**src/rtl/dirc_pkg.sv**
```systemverilog
package dirc_pkg;
  typedef enum logic [1:0] {ST_UNC = 2'd0, ST_SHR = 2'd1, ST_EXC = 2'd2} blkState_t;
  typedef enum logic [1:0] {MSG_DATA = 2'd0, MSG_INV = 2'd1, MSG_FETCH = 2'd2, MSG_FETCHX = 2'd3} msgKind_t;
  localparam logic [1:0] REQ_RD = 2'd0;
  localparam logic [1:0] REQ_WR = 2'd1;
  localparam logic [1:0] REQ_WB = 2'd2;
  typedef struct packed {
    logic     take;      // latch request, update directory for a miss
    logic     wbCommit;  // owner write-back: store data, clear entry
    logic     invPop;    // current invalidate accepted
    logic     fillTake;  // owner data arrived
    msgKind_t msgSel;    // which message the outputs carry
  } ctlStrobe_t;
endpackage

```
**src/rtl/dirc_datapath.sv**
```systemverilog
module dirc_datapath
  import dirc_pkg::*;
#(
  parameter int NODES  = 4,
  parameter int BLOCKS = 8,
  parameter int DATA_W = 16,
  localparam int ID_W = $clog2(NODES),
  localparam int AW   = $clog2(BLOCKS)
) (
  input  logic              clk,
  input  logic              rstN,
  input  ctlStrobe_t        ctl,
  input  logic [1:0]        reqKind,
  input  logic [ID_W-1:0]   reqNode,
  input  logic [AW-1:0]     reqAddr,
  input  logic [DATA_W-1:0] reqData,
  input  logic [DATA_W-1:0] fillData,
  output blkState_t         lkState,
  output logic              lkOwnerHit,
  output logic              lkInvAny,
  output logic              invMore,
  output logic [ID_W-1:0]   msgDest,
  output logic [AW-1:0]     msgAddr,
  output logic [DATA_W-1:0] msgData
);
  blkState_t         stArr [BLOCKS];
  logic [NODES-1:0]  shArr [BLOCKS];
  logic [DATA_W-1:0] memArr[BLOCKS];

  logic [AW-1:0]     curAddr;
  logic [ID_W-1:0]   curNode;
  logic [ID_W-1:0]   curOwner;
  logic [NODES-1:0]  pendMask;
  logic [DATA_W-1:0] replyData;

  logic [NODES-1:0]  reqBit;
  logic [NODES-1:0]  lkSharers;
  logic [NODES-1:0]  lowOh;
  logic [ID_W-1:0]   lowIdx;
  logic [ID_W-1:0]   lkOwner;

  assign reqBit     = NODES'(1) << reqNode;
  assign lkSharers  = shArr[reqAddr];
  assign lkState    = stArr[reqAddr];
  assign lkOwnerHit = lkSharers[reqNode];
  assign lkInvAny   = |(lkSharers & ~reqBit);
  assign lowOh      = pendMask & (~pendMask + NODES'(1));
  assign invMore    = |(pendMask & ~lowOh);

  always_comb begin
    lkOwner = '0;
    for (int i = NODES - 1; i >= 0; i--)
      if (lkSharers[i]) lkOwner = ID_W'(i);
  end

  always_comb begin
    lowIdx = '0;
    for (int i = NODES - 1; i >= 0; i--)
      if (pendMask[i]) lowIdx = ID_W'(i);
  end

  always_comb begin
    unique case (ctl.msgSel)
      MSG_DATA: msgDest = curNode;
      MSG_INV:  msgDest = lowIdx;
      default:  msgDest = curOwner;
    endcase
  end
  assign msgAddr = curAddr;
  assign msgData = replyData;

  always_ff @(posedge clk) begin
    if (!rstN) begin
      for (int b = 0; b < BLOCKS; b++) begin
        stArr[b]  <= ST_UNC;
        shArr[b]  <= '0;
        memArr[b] <= '0;
      end
      curAddr   <= '0;
      curNode   <= '0;
      curOwner  <= '0;
      pendMask  <= '0;
      replyData <= '0;
    end else begin
      if (ctl.take) begin
        curAddr   <= reqAddr;
        curNode   <= reqNode;
        curOwner  <= lkOwner;
        pendMask  <= lkSharers & ~reqBit;
        replyData <= memArr[reqAddr];
        if (reqKind == REQ_RD) begin
          stArr[reqAddr] <= ST_SHR;
          shArr[reqAddr] <= ((lkState == ST_UNC) ? '0 : lkSharers) | reqBit;
        end else begin
          stArr[reqAddr] <= ST_EXC;
          shArr[reqAddr] <= reqBit;
        end
      end
      if (ctl.wbCommit) begin
        stArr[reqAddr]  <= ST_UNC;
        shArr[reqAddr]  <= '0;
        memArr[reqAddr] <= reqData;
      end
      if (ctl.invPop) pendMask <= pendMask & ~lowOh;
      if (ctl.fillTake) begin
        memArr[curAddr] <= fillData;
        replyData       <= fillData;
      end
    end
  end
endmodule

```
**src/rtl/dirc_control.sv**
```systemverilog
module dirc_control
  import dirc_pkg::*;
(
  input  logic       clk,
  input  logic       rstN,
  input  logic       reqValid,
  input  logic [1:0] reqKind,
  input  blkState_t  lkState,
  input  logic       lkOwnerHit,
  input  logic       lkInvAny,
  input  logic       invMore,
  input  logic       msgReady,
  input  logic       fillValid,
  output logic       reqReady,
  output logic       msgValid,
  output ctlStrobe_t ctl
);
  typedef enum logic [2:0] {C_IDLE, C_INVAL, C_FETCH, C_WAITF, C_REPLY} ctlState_t;
  ctlState_t state, stateNxt;
  logic fetchX, fetchXNxt;
  logic accept;

  assign reqReady = (state == C_IDLE);
  assign accept   = reqValid && reqReady;
  assign msgValid = (state == C_INVAL) || (state == C_FETCH) || (state == C_REPLY);

  always_comb begin
    ctl.take     = accept && (reqKind == REQ_RD || reqKind == REQ_WR);
    ctl.wbCommit = accept && (reqKind == REQ_WB) && (lkState == ST_EXC) && lkOwnerHit;
    ctl.invPop   = (state == C_INVAL) && msgReady;
    ctl.fillTake = (state == C_WAITF) && fillValid;
    unique case (state)
      C_INVAL: ctl.msgSel = MSG_INV;
      C_FETCH: ctl.msgSel = fetchX ? MSG_FETCHX : MSG_FETCH;
      default: ctl.msgSel = MSG_DATA;
    endcase
  end

  always_comb begin
    stateNxt  = state;
    fetchXNxt = fetchX;
    unique case (state)
      C_IDLE: if (accept) begin
        if (reqKind == REQ_RD) begin
          if (lkState == ST_EXC) begin stateNxt = C_FETCH; fetchXNxt = 1'b0; end
          else stateNxt = C_REPLY;
        end else if (reqKind == REQ_WR) begin
          if (lkState == ST_EXC) begin stateNxt = C_FETCH; fetchXNxt = 1'b1; end
          else if (lkState == ST_SHR && lkInvAny) stateNxt = C_INVAL;
          else stateNxt = C_REPLY;
        end
      end
      C_INVAL: if (msgReady && !invMore) stateNxt = C_REPLY;
      C_FETCH: if (msgReady) stateNxt = C_WAITF;
      C_WAITF: if (fillValid) stateNxt = C_REPLY;
      C_REPLY: if (msgReady) stateNxt = C_IDLE;
      default: stateNxt = C_IDLE;
    endcase
  end

  always_ff @(posedge clk) begin
    if (!rstN) begin
      state  <= C_IDLE;
      fetchX <= 1'b0;
    end else begin
      state  <= stateNxt;
      fetchX <= fetchXNxt;
    end
  end
endmodule

```
**src/rtl/dirc_home.sv**
```systemverilog
module dirc_home
  import dirc_pkg::*;
#(
  parameter int NODES  = 4,
  parameter int BLOCKS = 8,
  parameter int DATA_W = 16,
  localparam int ID_W = $clog2(NODES),
  localparam int AW   = $clog2(BLOCKS)
) (
  input  logic              clk,
  input  logic              rstN,
  input  logic              reqValid,
  output logic              reqReady,
  input  logic [1:0]        reqKind,
  input  logic [ID_W-1:0]   reqNode,
  input  logic [AW-1:0]     reqAddr,
  input  logic [DATA_W-1:0] reqData,
  input  logic              fillValid,
  input  logic [DATA_W-1:0] fillData,
  output logic              msgValid,
  input  logic              msgReady,
  output logic [1:0]        msgKind,
  output logic [ID_W-1:0]   msgDest,
  output logic [AW-1:0]     msgAddr,
  output logic [DATA_W-1:0] msgData
);
  ctlStrobe_t ctl;
  blkState_t  lkState;
  logic       lkOwnerHit, lkInvAny, invMore;

  dirc_control u_ctl (
    .clk(clk), .rstN(rstN), .reqValid(reqValid), .reqKind(reqKind),
    .lkState(lkState), .lkOwnerHit(lkOwnerHit), .lkInvAny(lkInvAny),
    .invMore(invMore), .msgReady(msgReady), .fillValid(fillValid),
    .reqReady(reqReady), .msgValid(msgValid), .ctl(ctl)
  );

  dirc_datapath #(.NODES(NODES), .BLOCKS(BLOCKS), .DATA_W(DATA_W)) u_dp (
    .clk(clk), .rstN(rstN), .ctl(ctl), .reqKind(reqKind), .reqNode(reqNode),
    .reqAddr(reqAddr), .reqData(reqData), .fillData(fillData),
    .lkState(lkState), .lkOwnerHit(lkOwnerHit), .lkInvAny(lkInvAny),
    .invMore(invMore), .msgDest(msgDest), .msgAddr(msgAddr), .msgData(msgData)
  );

  assign msgKind = ctl.msgSel;
endmodule

```
**config.mk**
```make
export PLATFORM = sky130hd
export DESIGN_NAME = dirc_home
export DESIGN_NICKNAME = d
export VERILOG_FILES = /design/src/rtl/dirc_pkg.sv /design/src/rtl/dirc_datapath.sv /design/src/rtl/dirc_control.sv /design/src/rtl/dirc_home.sv
export SDC_FILE = /design/constraint.sdc
export NUM_CORES = 1
export LEC_CHECK = 0
export BUFFER_PORTS_ARGS = -buffer_cell sky130_fd_sc_hd__buf_4
export CAP_MARGIN = 0
export CORE_AREA = 2 2 146 148
export DETAILED_ROUTE_END_ITERATION = 8
export DIE_AREA = 0 0 148 150
export GPL_ROUTABILITY_DRIVEN = 0
export PLACE_DENSITY_LB_ADDON = 0.3
export RECOVER_POWER = 100
export SLEW_MARGIN = 20
export SYNTH_ARGS = -nofsm -noshare
export SYNTH_HDL_FRONTEND = slang
export SYNTH_SLANG_ARGS = --single-unit
```
**constraint.sdc**
```tcl
create_clock -name clk -period 6.75 [get_ports clk]
set_clock_uncertainty 0.1 [all_clocks]
set_input_delay 0.3375 -clock clk [delete_from_list [all_inputs] [get_ports clk]]
set_output_delay 0.3375 -clock clk [all_outputs]
set_load 0.005 [all_outputs]
```
---- Word level (Yosys, flattened, before mapping) ----
Memory sizes are Yosys's and may differ from the RTL's.
Index checks and enable logic that the tools add are counted.
storage, ports and cells
  bits in writable memories ............... 176
  flip-flop bits (word level) ............. 31
  bits of input ports ..................... 44
  bits in latches ......................... 0
  memories ................................ 3
  logic and storage cells ................. 131
  memory bits (read-only) ................. 0
  output and inout port bits .............. 25
cells by class
  divide/modulo/power cells ............... 0
  multiply operators ...................... 0
  shift operators ......................... 1
  bitwise gates (word level) .............. 11
  multiplexer cells ....................... 64
  reductions and logical operators ........ 28
  magnitude comparators ................... 1
  $add $sub $neg .......................... 1
  equality and inequality tests ........... 15
memories
  name         depth  bits a word  rd ports  clocked after memory_dff  wr ports  line                 RTL
  u_dp.memArr  8      16           1         0                         8         dirc_datapath.sv:28  logic [DATA_W-1:0] memArr[BLOCKS];
  u_dp.shArr   8      4            1         0                         8         dirc_datapath.sv:27  logic [NODES-1:0] shArr [BLOCKS];
  u_dp.stArr   8      2            1         0                         8         dirc_datapath.sv:26  blkState_t stArr [BLOCKS];
operator list
  operator             count
  $mux 16              4
  $mux 3               14
  $reduce_or 16->1     2
  $mux 1               25
  $mux 4               6
  $mux 2               11
  $pmux 3 s5           1
  $and 4x4->4          3
  $not 4->4            3
  $reduce_or 4->1      3
  $ne 2x2->1 const B   5
  $logic_and 1x1->1    9
  $pmux 2 s2           2
  $eq 2x1->1 const B   3
  $eq 3x2->1 const B   2
  $logic_not 2->1      3
  $reduce_and 6->1     1
  $reduce_bool 2->1    3
  $add 4x1->4 const B  1
  $eq 2x2->1 const B   2
  $or 1x1->1           4
  $or 4x4->4           1
  $reduce_and 4->1     1
  $shl 1x2->4 const A  1
  other kinds (9)      11

---- Depth between registers and ports, before layout ----
  word-level depth ........................ 11
  mapped depth ............................ 11
  mapped depth without buffers ............ 6

---- By module ----
A second synthesis with hierarchy kept.
unflattened totals
  cell total of the unflattened synthesis .. 871
  area total of the unflattened synthesis .. 10,558.9 µm²
by module, submodules not included
  module         cells an instance  instances  area an instance (µm²)  sequential area each (µm²)
  dirc_datapath  819                1          10,191.0                5,825.6
  dirc_control   52                 1          367.9                   80.1

---- Least setup slack after synthesis ----
OpenSTA, ideal clock, no wires.
  kind .................................... input to register
  start ................................... input port reqAddr[0]
  end ..................................... memory u_dp.memArr[7][0], enable pin
  buffers on the path ..................... 2
  data arrival time ....................... 2.514 ns
  setup time .............................. 0.397 ns
  required time ........................... 6.253 ns
  path slack .............................. 3.738 ns
  stages .................................. 7
  cells stage by stage .................... buf_4 mux4_2 o2111ai_1 a21boi_1 clkbuf_1 nand3_2 o221ai_1
RTL lines
  what         line                 RTL
  from (decl)  dirc_home.sv:16      input logic [AW-1:0] reqAddr,
  to (decl)    dirc_datapath.sv:28

==> run_results.csv <==
group,metric,value,unit
power_and_ir_drop,ir_drop,0.1964,mV
sta,tns,0,ns
sta,holdWs,0.01217,ns
status,violations,"capacitance limit, slew limit",
sta,fmax,0.2177,GHz
drt,vias,7717,
sta,grt_setup_unrepaired,"no",
worst_setup_path,r2r-end,"u_dp.shArr[1][2]",
sta,tightest_slew,1.996,ns
worst_setup_path,worst_setup_path_startpoint,"u_ctl.state[1]",
power_and_ir_drop,comb_power_share,0.119,
place,dp.cells,1193,
yosys,yosysTopAreaCell,"edfxtp_1",
clocking,cts_root_buffer,"clkbuf_16",
drt,initialDrtViolationCount,1006,
clocking,clkLatencyLatePin,0.54,ns
drt,wl,29920,um
yosys,ys.flop_type,"edfxtp_1",
drt,firstDrtPassIters,5,
power_and_ir_drop,leakagePower,0.004123,uW
worst_setup_path,worstPathArrival,4.63,ns
power_and_ir_drop,seqPwrFrac,0.479,
drt,drc,0,
floorplanning,rows,53,
finish,area_growth,13.98,%
clocking,numCtsBuffers,22,
drt,wl_per_cell,23.97,um
min_path,holdPathEnd,"u_dp.msgData[7]",
sta,fin_crit,4.593,ns
status,status,"finished with violations",
finish,diodes,0,
worst_setup_path,rrSetupSlack,2.16,ns
worst_setup_path,path_depth,5,
global_route,antenna_found_initial,0,
yosys,netlist_area,10080,sq um
finish,fin_cells,1248,
power_and_ir_drop,swShare,0.2545,
min_path,worstHoldStart,"fillData[7]",
floorplanning,die_area,22200,sq um
power_and_ir_drop,power_switching,784.4,uW
yosys,seq_area_frac_synth,0.5856,
yosys,async_reset_ff_frac,0,
power_and_ir_drop,power.internal,2297,uW
clocking,clock_sinks,207,
place,placed_area,10770,sq um
yosys,ys_top_cells_by_area,"edfxtp_1, nor2_1, dfxtp_1",
global_route,grt_max_degree,65,
sta,timing.final.hold_violations,0,
clocking,clk_pin_slew,0.07,ns
worst_setup_path,crit_required,6.79,ns
global_route,grt_pass1_wl,45090,um
finish,nets,1001,
drt,via_per_inst,6.183,
floorplanning,die_w,148,um
clocking,cts_tree,"yes",
place,port_buffers,68,
yosys,syn_nets,939,
floorplanning,core_area,20690,sq um
yosys,yosysMostFrequentCell,"nor2_1",
sta,layout_setup_ws,2.157,ns
worst_setup_path,critPathCaptureType,"flip-flop",
worst_setup_path,crit_fanout,18,
clocking,cts_resized,0,
min_path,worstHoldPathCells,4,
floorplanning,ios,69,
worst_setup_path,crit_buf_inv,1,
worst_setup_path,timing.rr.start,"u_ctl.state[1]",
finish,finish.instance_area,11490,sq um
global_route,gr-total-overflow,0,
yosys,yosysTopAreaCellShare,0.5241,
global_route,grt.total_usage,0.2692,
worst_setup_path,slowest_stage,"clkbuf_1",
place,hpwl,18490,um
worst_setup_path,max_stage_delay,0.94,ns
power_and_ir_drop,p_per_area,268.1,nW/um^2
floorplanning,start_util,0.4874,
finish,drive_above_1_share,0.1429,
clocking,htreeDepth,1,
yosys,yosys_warnings,0,
yosys,synthCells,895,
worst_setup_path,startpoint_type,"flip-flop",
sta,setup_viol,0,
sta,slew_headroom,-0.3304,
clocking,cts_buffer_depth,3,
place,dp_slack,2.541,ns
yosys,synth_area_per_cell,11.27,sq um
worst_setup_path,crit_family,"simple AND/OR/NAND/NOR gates",
yosys,synth_commonest_cells,"nor2_1, edfxtp_1, nand2_1, mux2i_1, clkbuf_1",
worst_setup_path,reg2regPathDepth,5,
floorplanning,die_h,150,um
worst_setup_path,path_cells,"nor3_1 > and2_0 > clkbuf_1 > a31oi_1 > o21ai_0",
global_route,first_global_vias,7464,
sta,maxSlewViolCount,51,
yosys,synth-edff-count,176,
sta,fin_crit_sh,0.6805,
worst_setup_path,path_class,"reg -> reg",
power_and_ir_drop,p_clk_frac,0.403,
drt,ant_nets,0,
min_path,min_path_type,"in -> reg",
run,cap_violations,2,
yosys,synth_seq_cells,207,
yosys,ys_types,75,
## stage by stage
stage                       util  total power (uW)
after global placement    0.5205              1869
after CTS                 0.5639              3099
after global routing      0.5556              3165
after detailed placement  0.5205              1873
after floorplan                -              1722
final                     0.5556              3082
## how the worst max path moves through the flow
stage                              endpoint  slack, ns
final                      u_dp.shArr[1][2]       2.16
after global routing       u_dp.shArr[7][2]       1.84
after CTS                 u_dp.memArr[7][0]       3.06
after detailed placement  u_dp.memArr[7][9]       2.54
after global placement     u_dp.shArr[1][2]       2.59
after floorplan           u_dp.memArr[7][0]       3.74
## cell usage in the layout (no fill, tap or decap), drive strengths merged, types with 10 or more instances in the layout
cell type	synthesis	final
o21ai	27	27
nand2	66	66
and3	31	31
mux2i	39	39
dfxtp	31	31
a21oi	50	50
edfxtp	176	176
and2	11	11
nand3	13	13
o211ai	23	23
dlygate4sd3	0	15
buf	23	50
inv	9	10
clkinv	0	11
mux2	10	10
a22oi	21	21
nor2	188	188
nor3	26	26
clkbuf	37	57
## final cells by class
class | count | area, sq um
inverter | 9 | 33.78
sequential | 207 | 5906
fill | 1794 | 9195
timing repair buffer | 98 | 720.7
tap | 275 | 344.1
clock inverter | 16 | 180.2
multi-input combinational | 619 | 3742
clock buffer | 24 | 568.0
## routing by layer
| layer | part of all wire | vias up | wire length, um | GRT usage |
|---|---|---|---|---|
| met1 | 0.41 | 3747 | 12270 | 0.3708 |
| met4 | 0.023 | 0 | 701 | 0.08571 |
| met5 | 0 | - | 0 | 0 |
| met3 | 0.095 | 59 | 2835 | 0.04665 |
| li1 | - | 3451 | - | - |
| met2 | 0.47 | 460 | 14110 | 0.4377 |
## state kept, by name (all words and copies together) (netlist names)
| signal | cells |
|---|---|
| u_ctl.fetchX | 1 |
| u_ctl.state | 3 |
| u_dp.curNode | 2 |
| u_dp.curOwner | 2 |
| u_dp.memArr | 128 |
| u_dp.msgAddr | 3 |
| u_dp.msgData | 16 |
| u_dp.pendMask | 4 |
| u_dp.shArr | 32 |
| u_dp.stArr | 16 |
## cells by family after synthesis
family / share of synthesized area
AND/OR/NAND/NOR: 0.1690
AO/OA/AOI/OAI: 0.1479
flip-flops: 0.5856
multiplexers: 0.06328
XOR/XNOR: 0.0008686
buffers and inverters: 0.03238
adder cells (fa/ha/maj): 0.0009926
## worst reg2reg max path: cells and delay by family (launching register included)
| family | cells | cell delay, ns |
|---|---|---|
| AND/OR/NAND/NOR | 2 | 1.54 |
| AO/OA/AOI/OAI | 2 | 1.20 |
| buffers and inverters | 1 | 0.94 |
| flip-flops | 1 | 0.42 |
## repair_timing
action | CTS | global route
hold buffers | 15 | 0
buffers inserted | 0 | 0
endpoints found under the hold margin | 15 | 0
## power groups by stage
stage	Combinational (uW)	Sequential, uW	Clock (uW)
final	365	1480	1240
after detailed placement	371	1500	0
after global routing	391	1480	1290
after global placement	368	1500	0
after CTS	380	1480	1240
after floorplan	235	1490	0
Power figures use the tool's default switching activity.
